<file path="src/rtl/scp_pkg.sv">
package scp_pkg;
   typedef enum logic [1:0] {
      ST_IDLE  = 2'd0,
      ST_ARMED = 2'd1,
      ST_WAIT  = 2'd2,
      ST_FAULT = 2'd3
   } scp_state_e;
endpackage

</file>
<file path="src/rtl/scp_tick_timer.sv">
module scp_tick_timer #(
   parameter int LIMIT = 40
) (
   input  logic clk,
   input  logic rst_n,
   input  logic tick_i,
   input  logic restart_i,
   output logic done_o
);
   localparam int CW = (LIMIT > 1) ? $clog2(LIMIT) : 1;
   localparam logic [CW-1:0] LAST = CW'(LIMIT - 1);

   logic [CW-1:0] cnt_q;

   assign done_o = tick_i && !restart_i && (cnt_q == LAST);

   always_ff @(posedge clk or negedge rst_n) begin
      if (!rst_n)          cnt_q <= '0;
      else if (restart_i)  cnt_q <= '0;
      else if (done_o)     cnt_q <= '0;
      else if (tick_i)     cnt_q <= cnt_q + 1'b1;
   end
endmodule

</file>
<file path="src/rtl/scp_chan_fsm.sv">
module scp_chan_fsm
   import scp_pkg::*;
#(
   parameter int WAIT_TICKS = 40,
   parameter int STRIKES    = 3
) (
   input  logic clk,
   input  logic rst_n,
   input  logic tick_i,
   input  logic active_i,
   input  logic det_i,
   input  logic clr_i,
   output logic stage_on_o,
   output logic fault_o
);
   localparam int SW = $clog2(STRIKES + 1);
   localparam logic [SW-1:0] LAST_STRIKE = SW'(STRIKES - 1);

   scp_state_e    state_q, state_d;
   logic [SW-1:0] strikes_q, strikes_d;
   logic          restart, done;

   scp_tick_timer #(.LIMIT(WAIT_TICKS)) u_timer (
      .clk       (clk),
      .rst_n     (rst_n),
      .tick_i    (tick_i),
      .restart_i (restart),
      .done_o    (done)
   );

   always_comb begin
      state_d   = state_q;
      strikes_d = strikes_q;
      restart   = 1'b0;
      if (clr_i) begin
         state_d   = ST_IDLE;
         strikes_d = '0;
         restart   = 1'b1;
      end else if (state_q == ST_FAULT) begin
         state_d = ST_FAULT;
      end else if (!active_i) begin
         state_d   = ST_IDLE;
         strikes_d = '0;
         restart   = 1'b1;
      end else begin
         unique case (state_q)
            ST_IDLE: begin
               state_d = ST_ARMED;
               restart = 1'b1;
            end
            ST_ARMED: begin
               if (det_i) begin
                  restart   = 1'b1;
                  strikes_d = strikes_q + 1'b1;
                  state_d   = (strikes_q == LAST_STRIKE) ? ST_FAULT : ST_WAIT;
               end else if (done) begin
                  strikes_d = '0;
               end
            end
            ST_WAIT: begin
               if (done) state_d = ST_ARMED;
            end
            default: state_d = state_q;
         endcase
      end
   end

   always_ff @(posedge clk or negedge rst_n) begin
      if (!rst_n) begin
         state_q   <= ST_IDLE;
         strikes_q <= '0;
      end else begin
         state_q   <= state_d;
         strikes_q <= strikes_d;
      end
   end

   assign stage_on_o = (state_q == ST_ARMED);
   assign fault_o    = (state_q == ST_FAULT);
endmodule

</file>
<file path="src/rtl/scp_retry_ctrl.sv">
module scp_retry_ctrl #(
   parameter int NUM_CH     = 2,
   parameter int WAIT_TICKS = 40,
   parameter int STRIKES    = 3
) (
   input  logic              clk,
   input  logic              rst_n,
   input  logic              tick_i,
   input  logic              sw_shutdown_i,
   input  logic [NUM_CH-1:0] ch_en_i,
   input  logic [NUM_CH-1:0] sig_present_i,
   input  logic [NUM_CH-1:0] short_det_i,
   input  logic [NUM_CH-1:0] clr_i,
   output logic [NUM_CH-1:0] stage_on_o,
   output logic [NUM_CH-1:0] hiz_req_o,
   output logic [NUM_CH-1:0] short_flag_o
);
   if (NUM_CH < 1) begin : g_bad_ch
      $error("scp_retry_ctrl: NUM_CH must be at least 1");
   end
   if (WAIT_TICKS < 2) begin : g_bad_wait
      $error("scp_retry_ctrl: WAIT_TICKS must be at least 2");
   end
   if (STRIKES < 1) begin : g_bad_strikes
      $error("scp_retry_ctrl: STRIKES must be at least 1");
   end

   for (genvar c = 0; c < NUM_CH; c++) begin : g_ch
      logic fault;
      scp_chan_fsm #(
         .WAIT_TICKS (WAIT_TICKS),
         .STRIKES    (STRIKES)
      ) u_fsm (
         .clk        (clk),
         .rst_n      (rst_n),
         .tick_i     (tick_i),
         .active_i   (ch_en_i[c] && !sw_shutdown_i),
         .det_i      (short_det_i[c] && sig_present_i[c]),
         .clr_i      (clr_i[c]),
         .stage_on_o (stage_on_o[c]),
         .fault_o    (fault)
      );
      assign hiz_req_o[c]    = fault;
      assign short_flag_o[c] = fault;
   end
endmodule

</file>
<file path="config.mk">
export PLATFORM = sky130hd
export DESIGN_NAME = scp_retry_ctrl
export DESIGN_NICKNAME = d
export VERILOG_FILES = /design/src/rtl/scp_pkg.sv /design/src/rtl/scp_tick_timer.sv /design/src/rtl/scp_chan_fsm.sv /design/src/rtl/scp_retry_ctrl.sv
export SDC_FILE = /design/constraint.sdc
export NUM_CORES = 1
export LEC_CHECK = 0
export BUFFER_PORTS_ARGS = -buffer_cell sky130_fd_sc_hd__buf_2
export CAP_MARGIN = 20
export CORE_MARGIN = 8
export CORE_UTILIZATION = 58
export CTS_BUF_LIST = sky130_fd_sc_hd__clkbuf_2 sky130_fd_sc_hd__clkbuf_4 sky130_fd_sc_hd__clkbuf_8
export CTS_CLUSTER_DIAMETER = 50
export DETAILED_ROUTE_END_ITERATION = 8
export PLACE_DENSITY_LB_ADDON = 0.15
export SLEW_MARGIN = 30
export SYNTH_ARGS = -nofsm -noshare
export SYNTH_HDL_FRONTEND = slang
export SYNTH_SLANG_ARGS = --single-unit
</file>
<file path="constraint.sdc">
create_clock -name clk -period 1.6 [get_ports clk]
set_input_delay 0.24 -clock clk [delete_from_list [all_inputs] [get_ports clk]]
set_output_delay 0.24 -clock clk [all_outputs]
set_load 0.01 [all_outputs]
</file>
==> flow_metrics.env <==
export IMPL_ys_ff_latch=20
export IMPL_numCtsBuffers=3
export IMPL_synthSimpleGateAreaFrac_pct=23.6
export IMPL_holdCritPathClass="in2reg"
export IMPL_grt_pass1_wl_um=4200
export IMPL_synth_area_top_cells="dfrtp_1, nand2_1, ha_1"
export IMPL_die_width_um=61.9
export IMPL_drv_slew=0
export IMPL_synth_compound_area_share_pct=16.9
export IMPL_yosysUniqueCellTypes=38
export IMPL_num_vias=1065
export IMPL_fillerInstances=162
export IMPL_relSlewSlack_pct=69.6
export IMPL_dieArea_mm2=0.00384
export IMPL_via_per_inst=5.79
export IMPL_syn_cell_area_mm2=0.00122
export IMPL_finalSetupViolCount=0
export IMPL_period_minus_slack_ns=1.55
export IMPL_dr_pass1_iters=4
export IMPL_ctsLongestPathBuffers=2
export IMPL_grt_max_degree=21
export IMPL_tritoncts="yes"
export IMPL_grt_setup_unrepaired="true"
export IMPL_placed_cells=174
export IMPL_finalClockSkew_ns=0.00347
export IMPL_grt_total_usage_pct=14.6
export IMPL_core_area_mm2=0.00198
export IMPL_drv_cap=0
export IMPL_design_area_mm2=0.00139
export IMPL_yosysWarnings=0
export IMPL_gr_total_overflow=0
export IMPL_synth_nets=155
export IMPL_ir_drop_mv=0.530
export IMPL_yosysTopAreaCell="dfrtp_1"
export IMPL_portBuffers=17
export IMPL_min_period_over_period_pct=97.0
export IMPL_crit_required_ns=1.84
export IMPL_syn_inst=139
export IMPL_drc_errors=0
export IMPL_htree_levels=1
export IMPL_drive_gt1_share_pct=22.3
export IMPL_path_clk_slew_ns=0.11
export IMPL_place_area_mm2=0.00128
export IMPL_crit_type="reg2reg"
export IMPL_synth_top_family_by_area="simple AND/OR/NAND/NOR gates"
export IMPL_n_antenna_cell=0
export IMPL_fp_dieH_um=61.9
export IMPL_grt_pass1_vias=1012
export IMPL_first_iter_violations=52
export IMPL_status="finished clean"
export IMPL_clk_latency_ns=0.31
export IMPL_initial_core_util_pct=61.7
export IMPL_cts_num_sinks=20
export IMPL_grt_antenna_before_repair=0
export IMPL_multi_input_area_um2=651
export IMPL_p_leak_nw=0.601
export IMPL_synthMuxAreaShare_pct=4.19
export IMPL_areaGrowthSynthToFinish_pct=13.4
export IMPL_cp_end_kind="flip-flop"
export IMPL_worst_pin_slew_ns=0.456
export IMPL_pin_count=18
export IMPL_post_drt_wl_per_cell_um=13.8
export IMPL_synth_xor_area_share_pct=2.86
export IMPL_synth_top_area_share_pct=40.9
export IMPL_crit_fanout=4
export IMPL_start_kind="flip-flop"
export IMPL_dp_hpwl_um=1900
export IMPL_ys_seq_area_share_pct=40.9
export IMPL_rows=16
export IMPL_hold_viol=0
export IMPL_place_gp_congestion=0.863
export IMPL_cp_arrival_ns=1.79
export IMPL_antenna_left=0
export IMPL_layout_common_cells="dfrtp_1, buf_2, nand2_1, nor2_1"
export IMPL_synth_fa_ha_area_share_pct=4.09
export IMPL_cts_root_buf="clkbuf_4"
export IMPL_hold_slack_ns=0.159
export IMPL_max_freq_mhz=645
export IMPL_power_density_mw_per_mm2=644
export IMPL_fin_cells=184
export IMPL_final_common_cell="dfrtp_1"
export IMPL_routed_wl_um=2530
export IMPL_fin_nets=174
export IMPL_regArea_um2=500
export IMPL_syn_avg_cell_area_um2=8.80
[per-layer routing]
metal,track usage (%),routed length (um),up-vias
met5,0,0,-
met2,25.0,1220,36
met4,7.47,43,0
met1,17.0,1120,493
li1,-,-,531
met3,2.67,151,5
[path summary, 6_finish.rpt]
| path | slack [ns] | start | endpoint | depth (start not counted) |
|---|---|---|---|---|
| worst max-delay path | 0.05 | g_ch[0].u_fsm.u_timer.cnt_q[0] | g_ch[0].u_fsm.state_q[0] | 5 |
| worst min-delay path | 0.16 | clr_i[0] | g_ch[0].u_fsm.state_q[0] | 2 |
| worst max register to register | 0.05 | g_ch[0].u_fsm.u_timer.cnt_q[0] | g_ch[0].u_fsm.state_q[0] | 5 |
| worst min register to register | 0.50 | g_ch[1].u_fsm.strikes_q[0] | g_ch[1].u_fsm.strikes_q[0] | 1 |
| max in group asynchronous | 0.89 | rst_n | g_ch[0].u_fsm.u_timer.cnt_q[0] | 2 |
| min in group asynchronous | 0.39 | rst_n | g_ch[1].u_fsm.strikes_q[0] | 2 |
[critical path, stage by stage (launching register included)]
cell and delay (ns):
dfrtp_1 0.42, ha_2 0.21, and4b_2 0.26, nand3_2 0.11, or3_1 0.32, a31oi_1 0.17
[final cells by class]
class                           count  share of cell area (%)
Multi-Input combinational cell    101                    46.9
Sequential cell                    20                    36.1
Timing Repair Buffer               23                    9.56
Clock buffer                        4                    2.61
Inverter                            9                    2.43
Tap cell                           27                    2.43
[synth_stat cells]
library cell and n:
dfrtp_1 20, nand2_1 15, nor2_1 13, a21oi_1 9, inv_1 9, o21ai_0 7, buf_4 6, nand3_1 6
ha_1 4, mux2i_1 4, nor2b_1 4, a21o_1 3, a31oi_1 3, nand2b_1 3, nand4_1 3, nor3_1 3
xor2_1 3, a311oi_1 2, clkbuf_1 2, or3_1 2, a211o_1 1, and3_1 1, and4_1 1, and4b_1 1
buf_2 1, mux2_2 1, nand3_2 1, nand4b_1 1, o2111ai_1 1, o211ai_1 1, o221ai_1 1, o311ai_1 1
o31ai_1 1, o32ai_1 1, o41ai_1 1, or3b_2 1, or3b_4 1, xnor2_1 1
[what timing repair did]
| action | CTS | global route |
|---|---|---|
| pin swaps | 0 | 1 |
| hold buffers | 1 | 0 |
| gates resized for setup | 1 | 4 |
| hold endpoints to repair | 20 | 0 |
| setup buffers | 0 | 5 |
| setup endpoints to repair | 2 | 5 |
[per-stage QoR]
step	total power, mW	setup TNS (ns)	worst slack [ns]	util [%]
after global placement	0.591	0	0.0929	64.8
after detailed placement	0.593	-0.0658	-0.0377	64.8
final	0.893	0	0.0487	70.0
after floorplan	0.557	0	0.163	-
after global routing	0.935	-0.0828	-0.0336	70.0
after CTS	0.900	0	0.0109	67.6
[flip-flops by register name (all words and copies together), names as in the netlist]
register / count
g_ch.u_fsm.state_q: 4
g_ch.u_fsm.strikes_q: 4
g_ch.u_fsm.u_timer.cnt_q: 12
[where the power goes]
| part | internal, mW | switching, mW |
|---|---|---|
| clock network | 0.139 | 0.167 |
| registers | 0.508 | 0.00446 |
| logic | 0.0280 | 0.0469 |
[kinds of logic after synthesis]
kind of cell,Yosys count
and+or+nand+nor,56
buffers and inverters,18
adders and majority gates,4
AOI/OAI and AO/OA,32
muxes,5
xor gates and xnor gates,4
DFF,20
Power figures use the tool's default switching activity.
